<file path="config.mk">
export PLATFORM = sky130hd
export DESIGN_NAME = slot_status_regs
export DESIGN_NICKNAME = d
export VERILOG_FILES = /design/src/rtl/slot_pkg.sv /design/src/rtl/slot_sync.sv /design/src/rtl/slot_event_latch.sv /design/src/rtl/slot_status_regs.sv
export SDC_FILE = /design/constraint.sdc
export NUM_CORES = 1
export LEC_CHECK = 0
export ABC_CLOCK_PERIOD_IN_PS = 1300
export BUFFER_PORTS_ARGS = -buffer_cell sky130_fd_sc_hd__buf_2
export CORE_MARGIN = 2
export CORE_UTILIZATION = 25
export CTS_BUF_LIST = sky130_fd_sc_hd__clkbuf_8
export DETAILED_ROUTE_END_ITERATION = 10
export PLACE_DENSITY = 0.78
export SLEW_MARGIN = 5
export SYNTH_ARGS = -nofsm -noshare
export SYNTH_HDL_FRONTEND = slang
export SYNTH_HIERARCHICAL = 1
export SYNTH_SLANG_ARGS = --single-unit
</file>
<file path="constraint.sdc">
create_clock -name clk -period 1.3 [get_ports clk]
set_clock_uncertainty 0.2 [all_clocks]
set_input_delay 0.13 -clock clk [delete_from_list [all_inputs] [get_ports clk]]
set_output_delay 0.13 -clock clk [all_outputs]
set_load 0.1 [all_outputs]
</file>
<file path="src/rtl/slot_pkg.sv">
package slot_pkg;
   // word offsets decoded by the register block
   localparam int unsigned WORD_ID    = 0;
   localparam int unsigned WORD_FLASH = 1;
   localparam int unsigned WORD_STAT  = 2;
   localparam int unsigned WORD_DEC   = 3;
   // bit positions inside the status word
   localparam int unsigned WP_POS  = 0;
   localparam int unsigned INS_POS = 3;
endpackage

</file>
<file path="src/rtl/slot_sync.sv">
module slot_sync #(
   parameter int unsigned WIDTH  = 1,
   parameter int unsigned STAGES = 2
) (
   input  logic             clk,
   input  logic             rst_n,
   input  logic [WIDTH-1:0] d_i,
   output logic [WIDTH-1:0] q_o
);
   generate
      if (STAGES < 2) begin : g_bad_stages
         $error("slot_sync: STAGES must be at least 2");
      end
      if (WIDTH < 1) begin : g_bad_width
         $error("slot_sync: WIDTH must be at least 1");
      end
   endgenerate

   logic [STAGES-1:0][WIDTH-1:0] chain_q;

   always_ff @(posedge clk or negedge rst_n) begin
      if (!rst_n) chain_q <= '0;
      else        chain_q <= {chain_q[STAGES-2:0], d_i};
   end

   assign q_o = chain_q[STAGES-1];
endmodule

</file>
<file path="src/rtl/slot_event_latch.sv">
module slot_event_latch (
   input  logic clk,
   input  logic rst_n,
   input  logic set_i,
   input  logic clr_i,
   output logic flag_o
);
   logic flag_q;

   always_ff @(posedge clk or negedge rst_n) begin
      if (!rst_n)     flag_q <= 1'b0;
      else if (set_i) flag_q <= 1'b1;
      else if (clr_i) flag_q <= 1'b0;
   end

   assign flag_o = flag_q;


   set_wins_chk: assert property (@(posedge clk) disable iff (!rst_n)
      set_i |=> flag_q);

   ack_clears_chk: assert property (@(posedge clk) disable iff (!rst_n)
      (clr_i && !set_i) |=> !flag_q);

   flag_hold_chk: assert property (@(posedge clk) disable iff (!rst_n)
      (!set_i && !clr_i) |=> $stable(flag_q));
endmodule

</file>
<file path="src/rtl/slot_status_regs.sv">
module slot_status_regs
   import slot_pkg::*;
#(
   parameter int unsigned ADDR_W       = 4,
   parameter int unsigned DATA_W       = 32,
   parameter int unsigned SYNC_STAGES  = 2,
   parameter logic [DATA_W-1:0] ID_VALUE     = 32'h4103_4003,
   parameter logic [DATA_W-1:0] DECODE_VALUE = 32'h0000_0011
) (
   input  logic              clk,
   input  logic              rst_n,
   input  logic              wp_level_i,
   input  logic              card_ins_i,
   input  logic              bus_en_i,
   input  logic              bus_we_i,
   input  logic [ADDR_W-1:0] bus_addr_i,
   input  logic [DATA_W-1:0] bus_wdata_i,
   output logic [DATA_W-1:0] bus_rdata_o,
   output logic              slot_irq_o
);
   localparam int unsigned NWORDS = 1 << ADDR_W;

   generate
      if (ADDR_W < 2) begin : g_bad_addr
         $error("slot_status_regs: ADDR_W too small to decode four words");
      end
      if (DATA_W <= INS_POS) begin : g_bad_data
         $error("slot_status_regs: DATA_W must hold the insertion bit");
      end
      if (NWORDS <= WORD_DEC) begin : g_bad_words
         $error("slot_status_regs: address space smaller than the map");
      end
   endgenerate

   logic [1:0]        raw_in;
   logic [1:0]        sync_in;
   logic              wp_s;
   logic              ins_s;
   logic              ack_wr;
   logic              ins_flag;
   logic              rd_strobe;
   logic [DATA_W-1:0] stat_word;

   assign raw_in = {card_ins_i, wp_level_i};

   slot_sync #(.WIDTH(2), .STAGES(SYNC_STAGES)) u_sync (
      .clk   (clk),
      .rst_n (rst_n),
      .d_i   (raw_in),
      .q_o   (sync_in)
   );

   assign wp_s  = sync_in[0];
   assign ins_s = sync_in[1];

   assign ack_wr = bus_en_i && bus_we_i
                   && (bus_addr_i == ADDR_W'(WORD_STAT))
                   && bus_wdata_i[INS_POS];

   slot_event_latch u_latch (
      .clk    (clk),
      .rst_n  (rst_n),
      .set_i  (ins_s),
      .clr_i  (ack_wr),
      .flag_o (ins_flag)
   );

   assign slot_irq_o = ins_flag;

   always_comb begin
      stat_word          = '0;
      stat_word[WP_POS]  = wp_s;
      stat_word[INS_POS] = ins_flag;
   end

   assign rd_strobe = bus_en_i && !bus_we_i;

   always_comb begin
      bus_rdata_o = '0;
      if (rd_strobe) begin
         case (bus_addr_i)
            ADDR_W'(WORD_ID):    bus_rdata_o = ID_VALUE;
            ADDR_W'(WORD_FLASH): bus_rdata_o = '0;
            ADDR_W'(WORD_STAT):  bus_rdata_o = stat_word;
            ADDR_W'(WORD_DEC):   bus_rdata_o = DECODE_VALUE;
            default:             bus_rdata_o = '0;
         endcase
      end
   end


   irq_matches_read_chk: assert property (@(posedge clk) disable iff (!rst_n)
      (rd_strobe && bus_addr_i == ADDR_W'(WORD_STAT))
         |-> (bus_rdata_o[INS_POS] == slot_irq_o));

   irq_needs_insert_chk: assert property (@(posedge clk) disable iff (!rst_n)
      $rose(slot_irq_o) |-> $past(ins_s));

   unmapped_zero_chk: assert property (@(posedge clk) disable iff (!rst_n)
      (rd_strobe && bus_addr_i > ADDR_W'(WORD_DEC)) |-> (bus_rdata_o == '0));

   id_const_chk: assert property (@(posedge clk) disable iff (!rst_n)
      (rd_strobe && bus_addr_i == ADDR_W'(WORD_ID)) |-> (bus_rdata_o == ID_VALUE));
endmodule

</file>
==> PnR_summary.wiki <==
{| class="wikitable"
! Metric !! Value
|-
| Outcome || finished, violations left
|-
| Violations in the final reports || negative setup slack
|-
| Routed WL per cell || 7.93 um
|-
| Netlist area before placement || between 400 and 500 um2
|-
| Setup slack, reg-to-reg || roughly 280 ps
|-
| Number of endpoints failing setup at the final stage || 9
|-
| Cell taking the most area after synthesis || sky130_fd_sc_hd__buf_4
|-
| Startpoint kind of the worst setup timing path || input pin
|-
| Number of enable flip-flop cells after synthesis || 0
|-
| Number of slew-limit violations in the final report || 0
|-
| Final Hold Violating Endpoints || 0
|-
| Share of Yosys cell area claimed by the top area cell type || 49.7%
|-
| Clock input transition at the sequential cells of the worst setup and hold paths || 40 ps
|-
| Ratio of final minimum period to clock period || 126%
|-
| Number of inserted diodes || 0
|-
| Initial antenna violation count || 0
|-
| Final GP Congestion || 0.691
|-
| Unrepaired setup endpoints after global routing || yes
|-
| Core Area || 0.00171 mm2
|-
| Pin count of the biggest net entering global routing || 7
|-
| DRT Pass-1 Iters || 2
|-
| Die footprint || 0.00217 mm2
|-
| Most frequently used cell type in the post-synthesis netlist || sky130_fd_sc_hd__buf_4
|-
| Non-Filler Instances || 100
|-
| Met2 track demand over resource in global routing || between 10 and 15%
|-
| Mapped Avg Cell Area || 8.88 um2
|-
| Vert. Die Dim || 46.6 um
|-
| First-pass GRT wire length || 1190 um
|-
| Yosys cell types || 15
|-
| VDD IR max || 0.545 mV
|-
| Number of core rows || 15
|-
| Aggregate routed wire length || 793 um
|-
| Count of warnings emitted by yosys || 6
|-
| Remaining global-route overflow || 0
|-
| Synthesized netlist cell count || 51
|-
| Maximum fanout along the worst path || 6
|-
| Worst hold margin || 61.2 ps
|-
| Total half-perimeter wirelength after legalization and detailed placement || 645 um
|-
| Sequential fraction of the synthesis area || 27.6%
|-
| Number of levels in the clock H-tree || 1
|-
| DR iter-0 viols || 1
|-
| Hold Crit Class || in2async
|-
| Area post-placement || 649 um2
|-
| Cell area power density || between 1000 and 1500 mW/mm2
|-
| Maximum buffer depth of the clock tree || 2
|-
| LEAKAGE || around 0.36 nW
|-
| Worst EP required || 970 ps
|-
| Clock latency reported for the late side of the worst-skew pair || 220 ps
|-
| Overall power || 0.000835 W
|-
| Worst Path Arrival || 1300 ps
|-
| Met1 routing resource usage after global routing || 7.35%
|-
| Number of nets in the final layout || 118
|-
| Terminus of the critical flop-to-flop path || u_latch/flag_o$_DFFE_PN0P_
|-
| Overall die width || 46.6 um
|-
| Number of clock buffers inserted by TritonCTS || 3
|-
| Total via count in the routed design || roughly 340
|-
| Origin of the critical flop-to-flop path || u_latch/flag_o$_DFFE_PN0P_
|-
| TritonCTS clock tree || built
|-
| I/O pin total || 75
|-
| Global-route usage over all layers || 8.18%
|-
| Count of placed standard cells including taps || 91
|-
| Residual antenna-violating net count after detailed routing || 0
|-
| Slack of the critical path || -333 ps
|-
| Top cells by instance count after synthesis || sky130_fd_sc_hd__buf_4 (30), sky130_fd_sc_hd__dfrtp_1 (5), sky130_fd_sc_hd__inv_1 (2), sky130_fd_sc_hd__nand2_1 (2), sky130_fd_sc_hd__nor2_1 (2)
|-
| Fraction of synthesis flops using an asynchronous set or reset pin || 100%
|-
| Via count of the first global-routing pass || 317
|-
| Remaining routing DRC violations || 0
|-
| Final design instance area without fill || 756 um2
|-
| Max capacitance violation total || 0
|-
| Area overhead of the layout relative to synthesis || 66.9%
|-
| Root buffer cell || sky130_fd_sc_hd__clkbuf_8
|-
| Post-synth top flop || sky130_fd_sc_hd__dfrtp_1
|-
| Maximum clock frequency || 612 MHz
|-
| Effective utilization at floorplan || roughly a quarter
|-
| Setup TNS Final || -2730 ps
|-
| Register-to-Register Path Depth || 2
|-
| Path type of the worst setup path || in2out
|-
| Top Usage Layer GRT || met2
|-
| Worst setup EP type || output port
|-
| Final critical delay including setup and external delays || approximately 1600 ps
|-
| Layout cell share with drive strength beyond 1 || 48.0%
|-
| Top post-synthesis cells by area || sky130_fd_sc_hd__buf_4 (50%), sky130_fd_sc_hd__dfrtp_1 (28%), sky130_fd_sc_hd__or4b_4 (3.0%)
|-
| Port bufs || 20
|-
| Global routing usage on met3 || 5.10%
|-
| Detailed-route vias per instance || about 3.4
|-
| Total of flip-flops plus latches after synthesis || 5
|-
| Sinks on the clock net || 5
|}
[flip-flops by register name, indices dropped and copies added, names as in the netlist]
name,flops
u_sync/chain_q,2
u_latch/flag_o,1
u_sync/q_o,2
[cells in the final DEF, fill, tap and decap left out]
cell type,instances
sky130_fd_sc_hd__conb_1,23
sky130_fd_sc_hd__buf_12,11
sky130_fd_sc_hd__buf_2,9
sky130_fd_sc_hd__buf_4,4
sky130_fd_sc_hd__dfrtp_1,4
sky130_fd_sc_hd__clkbuf_8,3
sky130_fd_sc_hd__dlygate4sd3_1,3
sky130_fd_sc_hd__nand2_1,2
sky130_fd_sc_hd__inv_1,2
sky130_fd_sc_hd__nor2_1,1
sky130_fd_sc_hd__nor2b_1,1
sky130_fd_sc_hd__or4b_4,1
sky130_fd_sc_hd__a211oi_2,1
sky130_fd_sc_hd__nor3_4,1
sky130_fd_sc_hd__inv_2,1
sky130_fd_sc_hd__or3b_4,1
sky130_fd_sc_hd__nand2b_1,1
sky130_fd_sc_hd__nor4_4,1
sky130_fd_sc_hd__nor3_1,1
sky130_fd_sc_hd__nor2_4,1
sky130_fd_sc_hd__buf_6,1
sky130_fd_sc_hd__a21o_1,1
sky130_fd_sc_hd__dfrtp_2,1
[cell type report]
class,count,area [um2]
Fill cell,179,952
Sequential cell,5,126
Timing Repair Buffer,28,337
Inverter,2,7.51
Tap cell,25,31.3
Clock buffer,3,41.3
Clock inverter,1,3.75
Multi-Input combinational cell,36,209
[logic make-up after synthesis]
logic type / Yosys count / synth area share [%]
flip-flops: 5 / 27.6
other: 1 / 0.828
AND/OR/NAND/NOR: 11 / 15.7
AO/OA/AOI/OAI: 2 / 4.42
buffers and inverters: 32 / 51.4
[critical path: stages]
cell	delay, ps
sky130_fd_sc_hd__buf_6	90
sky130_fd_sc_hd__or4b_4	570
sky130_fd_sc_hd__nor3_4	170
sky130_fd_sc_hd__buf_12	170
sky130_fd_sc_hd__buf_12	170
[worst max path at each step]
stage	depth (start not counted)	slack, ps	startpoint	to
floorplan	2	-1010	bus_we_i	bus_rdata_o[4]
global placement	5	-340	bus_we_i	bus_rdata_o[16]
detailed placement	5	-360	bus_we_i	bus_rdata_o[1]
CTS	5	-340	bus_we_i	bus_rdata_o[1]
global route	5	-380	bus_we_i	bus_rdata_o[1]
finish	5	-330	bus_we_i	bus_rdata_o[1]
[through the flow]
step                      utilization, %  worst slack, ps
after floorplan                        -            -1010
after global placement              38.0             -342
after detailed placement            38.0             -357
after CTS                           44.2             -338
after global routing                44.2             -382
final                               44.2             -333
[power by group]
part           switching [W]  internal (W)  leakage (nW)
Clock              0.0000810      0.000203        0.0269
Combinational       0.000341     0.0000451         0.276
Sequential        0.00000210      0.000163        0.0551
[repair_timing]
item	in CTS	in global routing
hold buffers	3	0
buffers inserted	2	0
endpoints found under the setup margin	9	9
pin swaps	1	0
hold endpoints to repair	7	0
gates resized for setup	5	0
[layer usage]
| metal | share of wire [%] | vias to the layer above | routed length (um) |
|---|---|---|---|
| met3 | 18 | 0 | 144 |
| met4 | 0 | 0 | 0 |
| met1 | 30 | 155 | 241 |
| li1 | - | 154 | - |
| met2 | 51 | 34 | 407 |
| met5 | 0 | - | 0 |
Power figures use the tool's default switching activity.
